$ cat src/rtl/pix_pkg.sv
package pix_pkg;
  typedef enum logic [2:0] {
    D1  = 3'd0,
    D2  = 3'd1,
    D4  = 3'd2,
    D8  = 3'd3,
    D16 = 3'd4
  } depth_e;
endpackage

$ cat src/rtl/pix_unpack.sv
module pix_unpack
  import pix_pkg::*;
#(
  parameter int WORD_W = 32,
  parameter int CODE_W = 16
) (
  input  logic              clk_i,
  input  logic              rst_ni,
  input  depth_e            depth_i,
  input  logic              load_i,
  input  logic [WORD_W-1:0] word_i,
  input  logic              last_i,
  input  logic              take_i,
  output logic              valid_o,
  output logic [CODE_W-1:0] code_o,
  output logic              last_o,
  output logic              room_o
);
  localparam int CNT_W = $clog2(WORD_W) + 1;

  logic [WORD_W-1:0] word_q;
  logic [CNT_W-1:0]  cnt_q;
  logic              last_q;
  logic [4:0]        bits;
  logic [CNT_W-1:0]  per_word;
  logic [CODE_W-1:0] mask;

  assign bits     = 5'd1 << depth_i;
  assign per_word = CNT_W'(WORD_W >> depth_i);
  assign mask     = {CODE_W{1'b1}} >> (CODE_W - int'(bits));

  assign valid_o = cnt_q != '0;
  assign code_o  = word_q[CODE_W-1:0] & mask;
  assign last_o  = last_q && (cnt_q == CNT_W'(1));
  // refill allowed when empty or when the final pixel leaves this cycle
  assign room_o  = !valid_o || ((cnt_q == CNT_W'(1)) && take_i);

  always_ff @(posedge clk_i or negedge rst_ni) begin
    if (!rst_ni) begin
      word_q <= '0;
      cnt_q  <= '0;
      last_q <= 1'b0;
    end else if (load_i) begin
      word_q <= word_i;
      cnt_q  <= per_word;
      last_q <= last_i;
    end else if (take_i && valid_o) begin
      word_q <= word_q >> bits;
      cnt_q  <= cnt_q - 1'b1;
    end
  end

  assert_code_fits_R3: assert property (@(posedge clk_i) disable iff (!rst_ni)
    valid_o |-> ((code_o >> bits) == '0));
endmodule

$ cat src/rtl/pix_lookup.sv
module pix_lookup #(
  parameter int ADDR_W = 8,
  parameter int PIX_W  = 16
) (
  input  logic              clk_i,
  input  logic              rst_ni,
  input  logic              we_i,
  input  logic [ADDR_W-1:0] waddr_i,
  input  logic [PIX_W-1:0]  wdata_i,
  input  logic              adv_i,
  input  logic              in_valid_i,
  input  logic [PIX_W-1:0]  code_i,
  input  logic              in_last_i,
  input  logic              bypass_i,
  input  logic              mono_i,
  input  logic              direct_i,
  output logic              out_valid_o,
  output logic [PIX_W-1:0]  pixel_o,
  output logic              direct_o,
  output logic              last_o
);
  localparam int ENTRIES = 1 << ADDR_W;
  localparam int HALF    = PIX_W / 2;

  logic [PIX_W-1:0] mem [ENTRIES];
  logic [PIX_W-1:0] rd_q, code_q;
  logic             valid_q, last_q, bypass_q, mono_q, direct_q;

  always_ff @(posedge clk_i) begin
    if (we_i) mem[waddr_i] <= wdata_i;
  end

  // sync read, stage enable shared with the output register
  always_ff @(posedge clk_i) begin
    if (adv_i && in_valid_i) begin
      rd_q   <= mem[code_i[ADDR_W-1:0]];
      code_q <= code_i;
    end
  end

  always_ff @(posedge clk_i or negedge rst_ni) begin
    if (!rst_ni) begin
      valid_q  <= 1'b0;
      last_q   <= 1'b0;
      bypass_q <= 1'b0;
      mono_q   <= 1'b0;
      direct_q <= 1'b0;
    end else if (adv_i) begin
      valid_q  <= in_valid_i;
      last_q   <= in_valid_i && in_last_i;
      bypass_q <= bypass_i;
      mono_q   <= mono_i;
      direct_q <= direct_i;
    end
  end

  assign out_valid_o = valid_q;
  assign last_o      = last_q;
  assign direct_o    = direct_q;
  assign pixel_o     = bypass_q ? code_q :
                       mono_q   ? {{(PIX_W-HALF){1'b0}}, rd_q[HALF-1:0]} : rd_q;

  assert_stall_hold_R8: assert property (@(posedge clk_i) disable iff (!rst_ni)
    (valid_q && !adv_i) |=> (valid_q && $stable(pixel_o) && $stable(last_q) && $stable(direct_q)));

  assert_write_idle_R9: assert property (@(posedge clk_i) disable iff (!rst_ni)
    we_i |-> (!valid_q && !in_valid_i));
endmodule

$ cat src/rtl/pix_unpack_pal.sv
module pix_unpack_pal
  import pix_pkg::*;
#(
  parameter int WORD_W = 32,
  parameter int PIX_W  = 16,
  parameter int ADDR_W = 8
) (
  input  logic              clk_i,
  input  logic              rst_ni,
  input  logic              frame_start_i,
  input  logic [2:0]        depth_sel_i,
  input  logic              active_panel_i,
  input  logic              color_mode_i,
  input  logic              pal_we_i,
  input  logic [ADDR_W-1:0] pal_waddr_i,
  input  logic [PIX_W-1:0]  pal_wdata_i,
  output logic              pal_wack_o,
  input  logic              in_valid_i,
  input  logic [WORD_W-1:0] in_data_i,
  input  logic              in_last_i,
  output logic              in_ready_o,
  output logic              out_valid_o,
  input  logic              out_ready_i,
  output logic [PIX_W-1:0]  out_pixel_o,
  output logic              out_direct_o,
  output logic              out_last_o
);
  depth_e depth_q, depth_in;
  logic   active_q, color_q, frame_q, got_last_q;
  logic   adv, in_fire, out_fire, room;
  logic   pix_valid, pix_last;
  logic [PIX_W-1:0] pix_code;

  assign depth_in = (depth_sel_i > 3'd4) ? D16 : depth_e'(depth_sel_i);

  always_ff @(posedge clk_i or negedge rst_ni) begin
    if (!rst_ni) begin
      depth_q    <= D1;
      active_q   <= 1'b0;
      color_q    <= 1'b0;
      frame_q    <= 1'b0;
      got_last_q <= 1'b0;
    end else if (frame_start_i) begin
      depth_q    <= depth_in;
      active_q   <= active_panel_i;
      color_q    <= color_mode_i;
      frame_q    <= 1'b1;
      got_last_q <= 1'b0;
    end else begin
      if (in_fire && in_last_i) got_last_q <= 1'b1;
      if (out_fire && out_last_o) frame_q <= 1'b0;
    end
  end

  assign pal_wack_o = pal_we_i && !frame_q;
  assign adv        = !out_valid_o || out_ready_i;
  assign in_ready_o = frame_q && !got_last_q && room;
  assign in_fire    = in_valid_i && in_ready_o;
  assign out_fire   = out_valid_o && out_ready_i;

  pix_unpack #(.WORD_W(WORD_W), .CODE_W(PIX_W)) u_unpack (
    .clk_i   (clk_i),
    .rst_ni  (rst_ni),
    .depth_i (depth_q),
    .load_i  (in_fire),
    .word_i  (in_data_i),
    .last_i  (in_last_i),
    .take_i  (adv),
    .valid_o (pix_valid),
    .code_o  (pix_code),
    .last_o  (pix_last),
    .room_o  (room)
  );

  pix_lookup #(.ADDR_W(ADDR_W), .PIX_W(PIX_W)) u_lookup (
    .clk_i       (clk_i),
    .rst_ni      (rst_ni),
    .we_i        (pal_wack_o),
    .waddr_i     (pal_waddr_i),
    .wdata_i     (pal_wdata_i),
    .adv_i       (adv),
    .in_valid_i  (pix_valid),
    .code_i      (pix_code),
    .in_last_i   (pix_last),
    .bypass_i    (depth_q == D16),
    .mono_i      (!color_q),
    .direct_i    (active_q),
    .out_valid_o (out_valid_o),
    .pixel_o     (out_pixel_o),
    .direct_o    (out_direct_o),
    .last_o      (out_last_o)
  );

  assert_frame_drain_R11: assert property (@(posedge clk_i) disable iff (!rst_ni)
    (out_fire && out_last_o && !frame_start_i) |=> (!out_valid_o && !in_ready_o));
endmodule

$ cat config.mk
export PLATFORM = sky130hd
export DESIGN_NAME = pix_unpack_pal
export DESIGN_NICKNAME = d
export VERILOG_FILES = /design/src/rtl/pix_pkg.sv /design/src/rtl/pix_unpack.sv /design/src/rtl/pix_lookup.sv /design/src/rtl/pix_unpack_pal.sv
export SDC_FILE = /design/constraint.sdc
export NUM_CORES = 2
export LEC_CHECK = 0
export BUFFER_PORTS_ARGS = -buffer_cell sky130_fd_sc_hd__buf_2
export CORE_MARGIN = 4
export CORE_UTILIZATION = 45
export DETAILED_ROUTE_END_ITERATION = 6
export GPL_ROUTABILITY_DRIVEN = 0
export HOLD_SLACK_MARGIN = 0.08
export PLACE_DENSITY = 0.57
export SYNTH_ARGS = -nofsm -noshare
export SYNTH_HDL_FRONTEND = slang
export SYNTH_SLANG_ARGS = --single-unit
$ cat constraint.sdc
create_clock -name clk_i -period 6.7 [get_ports clk_i]
set_input_delay 0 -clock clk_i [delete_from_list [all_inputs] [get_ports clk_i]]
set_output_delay 0 -clock clk_i [all_outputs]
set_load 0.03 [all_outputs]
==> flow_summary.yaml <==
status:
  outcome: "finished, violations left"
  violations: "DRC, capacitance limit, slew limit"
worst_setup_path:
  cp-end-kind: "flop"
  crit_path_start_kind: "flop"
  crit_arrival_ns: 6.96
  crit_fanout: 59
  worstSetupPathType: "flop to flop"
  crit_required_ns: 7.42
  r2r_setup_slack_ns: 0.45
die:
  die-area_um2: 380000
  start_util_pct: 45.1
  io_pins: 89
  die_y_um: 616
  coreArea_um2: 369000
  die_w_um: 616
  num_rows: 223
clock_network:
  numCtsBuffers: 431
  clkLatencyLatePin_ns: 1.01
  tritoncts: "yes"
  htreeDepth: 5
  cts.clk_slew.worst_paths_ns: 0.06
  cts_buffer_depth: 4
  cts-root-buf: "clkbuf_16"
  clock-sinks: 4179
  cts_setup_buffers: 0
timing:
  rsz0062_at_grt: "no"
  setup_viol: 0
  fin_ws_ns: 0.451
  fmax_ghz: 0.160
  fin_crit_ns: 6.25
  drv_slew: 54
  min_period_over_period_pct: 93.3
  setup_tns_ns: 0
  relSlewSlack_pct: -10.5
  hold_viol_final: 0
  finalClockSkew_ns: 0.103
  worstMarginPinSlew_ns: 1.64
synth:
  synth_cells: 11300
  async_flop_share_pct: 1.22
  synth_cell_types: 70
  syn-num-nets: 11300
  syn_area_per_cell_um2: 14.8
  synth_edf_count: 4128
  ys_seq_elements: 4179
  syn-cell-area_um2: 167000
  synth-seq-area-share_pct: 75.2
  ys_warn_count: 0
  synthFlopType: "edfxtp_1"
grt:
  grt_pass1_vias: 100000
  grt_overflow_total: 0
  antenna_found_initial: 40
  grt_max_degree: 189
  grt_pass1_wl_mm: 757
  grtUsageTotal_pct: 27.5
place:
  dp.final_hpwl_mm: 315
  place_area_um2: 175000
  place_ws_ns: 0.726
  io_buffers: 88
finish:
  layout-drive-gt1-share_pct: 13.5
  postLayoutCellArea_um2: 190000
  fill_cells: 30400
  syn_to_final_growth_pct: 14.4
  nNetsFinal: 11700
job:
  maxCapViolations: 4
drt:
  firstDrtPassIters: 7
  vias: 105000
  final_antenna_net_count: 0
  drt_wl_total_mm: 540
  avgViaCountPerCell: 6.21
  drtIter0Drc: 14700
  wl_per_cell_um: 31.8
  drc_errors: 11
power:
  p_leak_nw: 61.7
  p_per_area_nw_per_um2: 373
  peakVddDrop_mv: 0.291
  power_mw: 71.0
worst_hold_path:
  hold_class: "input pin to flop"
stage by stage:
step | hold slack, ns | util, % | instances
floorplan | -0.296 | - | 11300
global placement | 0.149 | 47.4 | 16000
detailed placement | 0.170 | 47.4 | 16000
CTS | 0.0808 | 51.6 | 17000
global route | 0.125 | 51.6 | 17000
finish | 0.0929 | 51.6 | 17000
cells by family (layout without fill, tap and decap cells):
group,after synthesis,after routing,synth area share (%)
AOI/OAI and AO/OA,2796,2796,10.8
xor gates and xnor gates,5,5,0.0263
adders and majority gates,3,3,0.0225
buffers and inverters,858,1599,2.20
DFF,4179,4179,75.2
muxes,776,776,4.93
other,0,15,0
and+or+nand+nor,2659,2659,6.78
registers in the layout, summed over array words and instances, names as in the netlist:
name / cells
u_lookup.mono_q: 1
u_lookup.out_valid_o: 1
depth_q: 3
active_q: 1
u_unpack.last_q: 1
u_lookup.bypass_q: 1
u_unpack.word_q: 32
got_last_q: 1
u_lookup.mem: 4096
frame_q: 1
u_unpack.cnt_q: 6
u_lookup.direct_o: 1
color_q: 1
u_lookup.code_q: 16
u_lookup.rd_q: 16
u_lookup.last_o: 1
report_power, final:
group | leakage, nW | switching, mW | total [mW] | internal (mW)
Combinational | 17.3 | 12.7 | 18.4 | 5.63
Clock | 6.63 | 10.2 | 23.2 | 13.0
Sequential | 37.7 | 0.483 | 29.4 | 29.0
cell usage in the layout (no fill, tap or decap), types with 49 or more instances in the layout:
cell type and n:
buf_4 441, nand2_1 1721, nor3_1 130, a311oi_1 245
o32ai_1 88, nor2b_1 261, a22oi_1 155, clkbuf_16 435
a211oi_1 345, o22ai_1 70, clkbuf_1 98, clkinv_2 81
a21oi_1 1164, mux2_2 251, mux2i_1 515, edfxtp_1 4128
buf_12 62, buf_2 73, o41ai_1 84, o221ai_1 104
a221oi_1 133, nor4_1 72, dfrtp_1 49, dlygate4sd3_1 193
nor2_2 120, o21ai_0 316, nor2_1 213, clkinv_1 110
final cells by class:
| cell class | count | area (µm²) | share of cell area, % |
|---|---|---|---|
| Sequential cell | 4179 | 125000 | 65.7 |
| Timing Repair Buffer | 791 | 7160 | 3.76 |
| Inverter | 12 | 76.3 | 0.0401 |
| Antenna cell | 15 | 37.5 | 0.0197 |
| Clock buffer | 544 | 11400 | 5.99 |
| Multi-Input combinational cell | 6239 | 38200 | 20.0 |
| Clock inverter | 252 | 2190 | 1.15 |
| Tap cell | 4950 | 6190 | 3.25 |
critical path, cell delays in order, from the launching register on:
cell and delay (ns):
dfrtp_1 0.84, nor2b_2 0.38, o21ai_4 0.81, inv_8 0.46
buf_4 0.42, o21ai_0 0.13, a21oi_1 0.06, a211oi_1 0.86
o22ai_1 0.73, nor3_1 1.04, nand3_1 0.15
routing by layer:
metal | vias up | wire (µm) | GRT usage [%]
met5 | - | 53 | 0
met4 | 8 | 23700 | 10.9
met3 | 986 | 55300 | 5.42
met2 | 5788 | 245000 | 42.3
met1 | 54000 | 216000 | 38.6
li1 | 44600 | - | -
synthesized netlist by cell type (all sizes together), types with 6 or more instances:
cell	count	area, µm²
a211oi	351	2640
a21oi	1169	5860
a221oi	133	1160
a22o	11	96.3
a22oi	155	1160
a311oi	245	2150
a31oi	19	119
and2	14	87.6
and3	6	37.5
buf	425	2050
clkbuf	421	1580
dfrtp	51	1280
edfxtp	4128	124000
inv	12	45.1
mux2	251	2830
mux2i	515	5150
mux4	10	225
nand2	1724	6470
nand3	49	258
nand4	26	163
nor2	333	1250
nor2b	263	1650
nor3	142	711
nor4	77	482
o211ai	12	90.1
o21ai	322	1620
o221ai	104	911
o22ai	72	450
o32ai	88	771
o41ai	85	744
timing repair:
item | in CTS | in global routing
hold endpoints to repair | 3449 | 0
gates resized for setup | 0 | 0
hold buffers | 195 | 0
worst paths after layout:
kind                                        start                             end  cells after the start
setup reg to reg           depth_q[2]$_DFFE_PN0P_      u_lookup.rd_q[3]$_DFFE_PP_                     10
setup / recovery           depth_q[2]$_DFFE_PN0P_      u_lookup.rd_q[3]$_DFFE_PP_                     10
hold reg to reg               color_q$_DFFE_PN0P_     u_lookup.mono_q$_DFFE_PN0N_                      1
min in group asynchronous                  rst_ni  u_unpack.word_q[6]$_DFFE_PN0P_                      4
max in group asynchronous                  rst_ni  u_unpack.word_q[0]$_DFFE_PN0P_                      4
hold / removal                     pal_wdata_i[6]  u_lookup.mem[215][6]$_DFFE_PP_                      2
No activity file was read; power rests on OpenSTA's default activity.
